`src/rtl/ptimer_pkg.sv`:
```
package ptimer_pkg;

   typedef enum logic [1:0] {
      MODE_ONCE   = 2'b00,
      MODE_PERIOD = 2'b01,
      MODE_TOGGLE = 2'b10,
      MODE_FREE   = 2'b11
   } tmode_e;

endpackage

```
`src/rtl/ptimer_evsync.sv`:
```
module ptimer_evsync #(
   parameter int STAGES = 2
) (
   input  logic clk,
   input  logic rst_n,
   input  logic async_in,
   output logic rise
);
   logic [STAGES-1:0] chain_q;
   logic              last_q;

   generate
      if (STAGES < 2) begin : g_bad
         $error("ptimer_evsync needs at least two stages");
      end
      for (genvar i = 0; i < STAGES; i++) begin : g_stage
         if (i == 0) begin : g_first
            always_ff @(posedge clk or negedge rst_n) begin
               if (!rst_n) chain_q[0] <= 1'b0;
               else        chain_q[0] <= async_in;
            end
         end else begin : g_next
            always_ff @(posedge clk or negedge rst_n) begin
               if (!rst_n) chain_q[i] <= 1'b0;
               else        chain_q[i] <= chain_q[i-1];
            end
         end
      end
   endgenerate

   always_ff @(posedge clk or negedge rst_n) begin
      if (!rst_n) last_q <= 1'b0;
      else        last_q <= chain_q[STAGES-1];
   end

   assign rise = chain_q[STAGES-1] & ~last_q;

endmodule

```
`src/rtl/ptimer_prescale.sv`:
```
module ptimer_prescale #(
   parameter int PRE_W = 8
) (
   input  logic             clk,
   input  logic             rst_n,
   input  logic             clr,
   input  logic             run,
   input  logic [PRE_W-1:0] div,
   output logic             tick
);
   generate
      if (PRE_W < 1) begin : g_bad
         $error("ptimer_prescale needs PRE_W >= 1");
      end
   endgenerate

   logic [PRE_W-1:0] pcnt_q;
   logic             wrap;

   assign wrap = (pcnt_q == div);
   assign tick = run & wrap;

   always_ff @(posedge clk or negedge rst_n) begin
      if (!rst_n)        pcnt_q <= '0;
      else if (clr)      pcnt_q <= '0;
      else if (run) begin
         if (wrap)       pcnt_q <= '0;
         else            pcnt_q <= pcnt_q + 1'b1;
      end
   end

endmodule

```
`src/rtl/ptimer_core.sv`:
```
module ptimer_core
   import ptimer_pkg::*;
#(
   parameter int CNT_W = 24
) (
   input  logic             clk,
   input  logic             rst_n,
   input  logic             clr,
   input  logic             step,
   input  tmode_e           mode,
   input  logic [CNT_W-1:0] cmp,
   input  logic             en_wr,
   input  logic             en_wdata,
   input  logic             irq_en,
   input  logic             irq_clr,
   output logic [CNT_W-1:0] cnt,
   output logic             en,
   output logic             irq,
   output logic             tout
);
   logic [CNT_W-1:0] cnt_q;
   logic [CNT_W-1:0] cnt_nxt;
   logic             en_q, irq_q, tout_q;
   logic             adv, hit, restart;

   assign adv     = step & en_q;
   assign cnt_nxt = cnt_q + 1'b1;
   assign hit     = adv & (cnt_nxt == cmp);
   assign restart = hit & (mode != MODE_FREE);

   always_ff @(posedge clk or negedge rst_n) begin
      if (!rst_n)                           en_q <= 1'b0;
      else if (clr)                         en_q <= 1'b0;
      else if (hit && mode == MODE_ONCE)    en_q <= 1'b0;
      else if (en_wr)                       en_q <= en_wdata;
   end

   always_ff @(posedge clk or negedge rst_n) begin
      if (!rst_n)        cnt_q <= '0;
      else if (clr)      cnt_q <= '0;
      else if (restart)  cnt_q <= '0;
      else if (adv)      cnt_q <= cnt_nxt;
   end

   always_ff @(posedge clk or negedge rst_n) begin
      if (!rst_n)                 irq_q <= 1'b0;
      else if (hit && irq_en)     irq_q <= 1'b1;
      else if (irq_clr)           irq_q <= 1'b0;
   end

   always_ff @(posedge clk or negedge rst_n) begin
      if (!rst_n)                           tout_q <= 1'b0;
      else if (clr)                         tout_q <= 1'b0;
      else if (hit && mode == MODE_TOGGLE)  tout_q <= ~tout_q;
   end

   assign cnt  = cnt_q;
   assign en   = en_q;
   assign irq  = irq_q;
   assign tout = tout_q;

endmodule

```
`src/rtl/ptimer_top.sv`:
```
module ptimer_top
   import ptimer_pkg::*;
#(
   parameter int CNT_W       = 24,
   parameter int PRE_W       = 8,
   parameter int SYNC_STAGES = 2
) (
   input  logic             clk,
   input  logic             rst_n,
   input  logic             en_wr,
   input  logic             en_wdata,
   input  logic             sw_rst,
   input  logic [1:0]       mode,
   input  logic [PRE_W-1:0] presc,
   input  logic [CNT_W-1:0] cmp,
   input  logic             irq_en,
   input  logic             irq_clr,
   input  logic             load_en,
   input  logic             evt_mode,
   input  logic             evt_in,
   output logic             active,
   output logic [CNT_W-1:0] cnt_data,
   output logic             irq,
   output logic             tout
);
   generate
      if (CNT_W < 2 || CNT_W > 32) begin : g_bad_cnt
         $error("ptimer_top: CNT_W out of range");
      end
   endgenerate

   logic             en;
   logic             pre_tick;
   logic             evt_rise;
   logic             step;
   logic [CNT_W-1:0] cnt_q;
   logic [CNT_W-1:0] data_q;

   ptimer_evsync #(.STAGES(SYNC_STAGES)) u_sync (
      .clk      (clk),
      .rst_n    (rst_n),
      .async_in (evt_in),
      .rise     (evt_rise)
   );

   ptimer_prescale #(.PRE_W(PRE_W)) u_pre (
      .clk   (clk),
      .rst_n (rst_n),
      .clr   (sw_rst),
      .run   (en & ~evt_mode),
      .div   (presc),
      .tick  (pre_tick)
   );

   assign step = evt_mode ? evt_rise : pre_tick;

   ptimer_core #(.CNT_W(CNT_W)) u_core (
      .clk      (clk),
      .rst_n    (rst_n),
      .clr      (sw_rst),
      .step     (step),
      .mode     (tmode_e'(mode)),
      .cmp      (cmp),
      .en_wr    (en_wr),
      .en_wdata (en_wdata),
      .irq_en   (irq_en),
      .irq_clr  (irq_clr),
      .cnt      (cnt_q),
      .en       (en),
      .irq      (irq),
      .tout     (tout)
   );

   always_ff @(posedge clk or negedge rst_n) begin
      if (!rst_n)       data_q <= '0;
      else if (load_en) data_q <= cnt_q;
   end

   assign active   = en;
   assign cnt_data = data_q;

endmodule

```
`config.mk`:
```
export PLATFORM = sky130hd
export DESIGN_NAME = ptimer_top
export DESIGN_NICKNAME = d
export VERILOG_FILES = /design/src/rtl/ptimer_pkg.sv /design/src/rtl/ptimer_evsync.sv /design/src/rtl/ptimer_prescale.sv /design/src/rtl/ptimer_core.sv /design/src/rtl/ptimer_top.sv
export SDC_FILE = /design/constraint.sdc
export NUM_CORES = 1
export LEC_CHECK = 0
export BUFFER_PORTS_ARGS = -buffer_cell sky130_fd_sc_hd__buf_2
export CAP_MARGIN = 10
export CORE_UTILIZATION = 50
export CTS_BUF_LIST = sky130_fd_sc_hd__clkbuf_16
export DETAILED_ROUTE_END_ITERATION = 6
export HOLD_SLACK_MARGIN = 0.12
export PLACE_DENSITY = 0.8
export SETUP_SLACK_MARGIN = 0.5
export SYNTH_ARGS = -nofsm -noshare
export SYNTH_HDL_FRONTEND = slang
export SYNTH_SLANG_ARGS = --single-unit
```
`constraint.sdc`:
```
create_clock -name clk -period 7.65 [get_ports clk]
set_input_delay 0.3825 -clock clk [delete_from_list [all_inputs] [get_ports clk]]
set_output_delay 0.3825 -clock clk [all_outputs]
set_load 0.03 [all_outputs]
```
### Yosys cells after proc, flatten, opt, wreduce, memory -nomap -nowiden

Index checks and enable logic that the tools add are counted.

| operators by class | value |
|---|---|
| mux-type cells | 14 |
| add/sub/neg operators | 2 |
| bitwise gates (word level) | 9 |
| reduce and logical (&&, ||, !) cells | 9 |
| equal/unequal tests | 4 |

Operators by type and width:

| operator | number |
|---|---|
| 24-bit 2-to-1 mux | 3 |
| 24-bit by 1-bit adder with 24-bit output (second input constant) | 1 |
| 24-bit equality test | 1 |
| 8-bit 2-to-1 mux | 3 |
| 8-bit by 1-bit adder with 8-bit output (second input constant) | 1 |
| 8-bit equality test | 1 |
| 1-bit 2-to-1 mux | 8 |
| 1-bit AND | 6 |
| 2-bit nonzero test | 3 |
| 3-bit nonzero test | 2 |
| 1-bit logical AND | 3 |
| 1-bit NOT | 3 |
| 2-bit equality test (second input constant) | 1 |
| 2-bit zero test | 1 |
| 2-bit inequality test (second input constant) | 1 |

| word-level totals | value |
|---|---|
| output and inout bits | 27 |
| bits in registers | 62 |

### Depth between registers and ports, before layout

| depth | value |
|---|---|
| depth in word-level cells | 9 |
| depth in mapped cells | 10 |

### Hierarchy

From an unflattened synthesis, not the netlist that was laid out.

| unflattened totals | value |
|---|---|
| cells, all modules | 411 |
| area total of the unflattened synthesis | 4076.4 um^2 |

By module, submodules not included:

| module | instances | cells an instance | area each (um^2) | seq. area each (um^2) |
|---|---|---|---|---|
| ptimer_core | 1 | 299 | 2434.8 | 675.6 |
| ptimer_top | 1 | 53 | 1014.7 | 600.6 |
| ptimer_prescale | 1 | 55 | 538.0 | 200.2 |
| ptimer_evsync | 1 | 4 | 88.8 | 75.1 |

### Worst setup path before layout

OpenSTA, ideal clock, no wires.

| timing path | value |
|---|---|
| path kind | flip-flop to flip-flop |
| start | register u_core.cnt_q[11] (netlist: u_core.cnt[11]) |
| end | register u_core.tout_q (netlist: u_core.tout) |
| data arrival time | 2.496 ns |
| library setup time | 0.128 ns |
| slack | 5.027 ns |
| cell stages (with the launch flop) | 9 |
| clock period less this slack | 2.623 ns |
| cell sequence | dfrtp_1 -> clkbuf_1 -> nand3_1 -> or4_1 -> xnor2_1 -> a2111oi_0 -> nand4_1 -> nor4b_2 -> mux2_1 |

| on the way | value |
|---|---|
| cells in the longest elaborated chain, start to end | 5 |

RTL lines:

| what | line | text |
|---|---|---|
| start: declaration | ptimer_core.sv:21 | `logic [CNT_W-1:0] cnt_q;` |
| start signal: assignment | ptimer_core.sv:42 | `else if (adv) cnt_q <= cnt_nxt;` |
| 24-bit by 1-bit adder with 24-bit output | ptimer_core.sv:27 | `assign cnt_nxt = cnt_q + 1'b1;` |
| 24-bit equality test | ptimer_core.sv:28 | `assign hit = adv & (cnt_nxt == cmp);` |
| 1-bit AND | ptimer_core.sv:28 |  |
| 1-bit logical AND | ptimer_core.sv:54 | `else if (hit && mode == MODE_TOGGLE) tout_q <= ~tout_q;` |
| 2-bit nonzero test (no source line) | -- |  |
| end signal: assignment | ptimer_core.sv:54 |  |
| end: declaration | ptimer_core.sv:23 | `logic en_q, irq_q, tout_q;` |

Every way passes these cells.
A chain may end at the register's enable or synchronous reset.

### Worst setup path after layout

| timing path | value |
|---|---|
| start | register u_core.cnt_q[0] (netlist: u_core.cnt[0]) |
| end | register u_core.tout_q (netlist: u_core.tout) |

Same word-level chain as after synthesis.

==> results.toml <==
[run_status]
status = "complete, no violations"

[route]
wire_per_inst_um = 15.7
firstDrtPassIters = 4
ant_nets = 0
finalWirelength_um = 8810
drt_iter0_markers = 173
via_count = 3152
route.detailed.drc = 0
via_per_inst = 5.63

[yosys]
synthFlopType = "dfrtp_1"
syn_inst = 398
ys_warn_count = 0
synth_area_um2 = 3780
synth-async-reset-ratio_pct = 100
ys_types = 57
syn_avg_cell_area_um2 = 9.51
synth_seq_cells = 62
synth_edf_count = 0
syn_nets = 444
seq_area_frac_synth_pct = 41.0

[sta]
finalSetupTns_ns = 0
worstMarginPinSlew_ns = 0.880
skew_ns = 0.00719
fmaxAchievable_mhz = 302
hold_viol = 0
period_share_pct = 43.3
final-setup-viol-count = 0
slew_headroom_pct = 41.3
drv_slew = 0
fin_crit_ns = 3.31
rsz0062_at_grt = "false"

[die]
die_area_um2 = 7920
ioPinCount = 71
die_w_um = 89.0
std_cell_rows = 31
initial_core_util_pct = 51.9
die_h_um = 89.0
coreArea_um2 = 7290

[power_and_ir_drop]
vdd_ir_drop_max_mv = 0.103
cellLeakagePower_nw = 1.96
p_per_area_nw_per_um2 = 165

[clocking]
cts_root_buffer = "clkbuf_16"
cts_tree = "built"
cts-resized-gates = 0
clk_latency_ns = 0.33
cts_buffers = 9
cts_sinks = 62
clock_path_buffers = 2
hold_buffers = 0
h-tree-depth = 3
post_cts_buffers = 0
clkTransAtPathRegs_ns = 0.05

[layout]
final_common_cell = "buf_2"
area_growth_pct = 16.4
most-common-layout-cells = "buf_2, dfrtp_1, nor2_1"
multi_input_area_um2 = 2090
num-fill-cells = 663
final_cells = 560
seq_area_um2 = 1550
n_antenna_cell = 0
drive_above_1_share_pct = 25.8
layout.nets = 503

[hold_path]
hp-class = "input pin to flop"

[critical_path]
r2r_end = "u_core.tout"
crit_path_max_fanout = 14
r2r_slack_ns = 4.34
startpoint_type = "flop"
crit_cells = 7
crit_buf_inv = 0
arrival_ns = 3.51
cp_cell_sequence = "nand4_1 > or4_1 > xnor2_1 > a2111oi_0 > nand4_1 > nor4b_2 > mux2_1"
critPathSlowestCell = "or4_1"
crit_path_max_incr_delay_ns = 0.72
worst_path_most_repeated_cell = "nand4_1"
r2r_start = "u_core.cnt[0]"
crit_type = "flop to flop"
worstRegToRegCells = 7
cp.required_ns = 7.85
cp-end-kind = "flop"
critPathCapture = "u_core.tout"
crit_path_start = "u_core.cnt[0]"
critPathTopFamily = "simple AND/OR/NAND/NOR gates"

[grt]
gr-total-overflow = 0
grt_pass1_vias = 2960
antenna_found_initial = 0
grt_pass1_wl_um = 14400
grt_use_total_pct = 24.1
grt_max_degree = 63

[placed_design]
port_buffers = 70
place.gp.congestion = 0.868
place.detailed.instances = 545
hpwl_um = 6330

[run]
max-cap-violations = 0
## sequential cells by signal, indices dropped and copies added (netlist names)
register and cells:
cnt_data 24, u_core.cnt 24, u_pre.pcnt_q 8, u_sync.chain_q 2, u_core.en 1, u_core.irq 1, u_core.tout 1, u_sync.last_q 1
## synth_stat cells (3+ instances only)
cell type,number,share of area (%)
clkbuf_1,11,1.1
nor3_1,10,1.3
nand3_1,15,2.0
nor4_1,9,1.5
xnor2_1,42,9.7
and4_1,3,0.69
buf_4,5,0.99
inv_1,8,0.79
nor2b_1,10,1.7
and2_1,4,0.66
nor2_1,49,4.9
nor3b_1,3,0.59
buf_2,6,0.79
a21oi_1,12,1.6
and3_1,8,1.3
o21ai_0,9,1.2
or3_1,4,0.66
nand4_1,14,2.3
dfrtp_1,62,41
nand2_1,23,2.3
xor2_1,16,3.7
mux2_2,24,7.1
nand3b_1,4,0.79
or4_1,5,0.99
a2111oi_0,3,0.69
## worst reg2reg max path, delay by kind of cell, from the launching register on
kind             cells  cell delay (ns)
flip-flops           1             0.46
AO/OA/AOI/OAI        1             0.41
AND/OR/NAND/NOR      4             1.81
XOR/XNOR             1             0.17
multiplexers         1             0.35
## logic make-up (layout without fill, tap and decap cells)
group	count (synthesis)	in the layout	synth area share, %
buf+inv	32	95	3.87
mux	26	26	7.70
fa+ha+maj	2	2	0.661
simple gates	172	172	24.8
flops	62	62	41.0
xor+xnor	58	58	13.4
compound gates	46	46	8.60
## where the power goes
group	internal (W)	total [W]	switching [W]
registers	0.000330	0.000331	0.00000129
clock network	0.000210	0.000342	0.000132
logic	0.0000229	0.0000549	0.0000320
## metrics by stage
step           setup slack [ns]  cell area, um^2  total power [W]  utilization, %  hold WS (ns)
2_1_floorplan              5.03             3780         0.000365               -        0.0869
3_3_place_gp               4.52             4160         0.000391            57.0         0.333
3_5_place_dp               4.38             4160         0.000392            57.0         0.361
4_1_cts                    4.35             4410         0.000735            60.4         0.154
5_1_grt                    4.16             4410         0.000758            60.4         0.152
6_report                   4.34             4410         0.000729            60.4         0.163
## worst min-delay path by stage
stage                           start                end  cells after the start
floorplan                       rst_n        cnt_data[0]                      0
global placement    u_sync.chain_q[0]  u_sync.chain_q[1]                      0
detailed placement  u_sync.chain_q[0]  u_sync.chain_q[1]                      0
CTS                            evt_in  u_sync.chain_q[0]                      1
global route                   evt_in  u_sync.chain_q[0]                      1
finish                         evt_in  u_sync.chain_q[0]                      1
## layout make-up
class / instances / share of cell area [%]
clock buffers: 9 / 5.11
clock inverters: 6 / 0.539
inverters: 8 / 0.681
multi-input cells: 304 / 47.4
flip-flops and latches: 62 / 35.2
well taps: 99 / 2.81
repair buffers: 72 / 8.29
## per-layer routing
layer	track usage [%]	part of all wire [%]	vias to the layer above
met2	37.6	48	90
met3	5.26	4.7	9
li1	-	-	1529
met4	8.23	1.6	0
met5	0	0	-
met1	33.4	46	1524
Note: power is estimated with default switching activity, not from simulation.
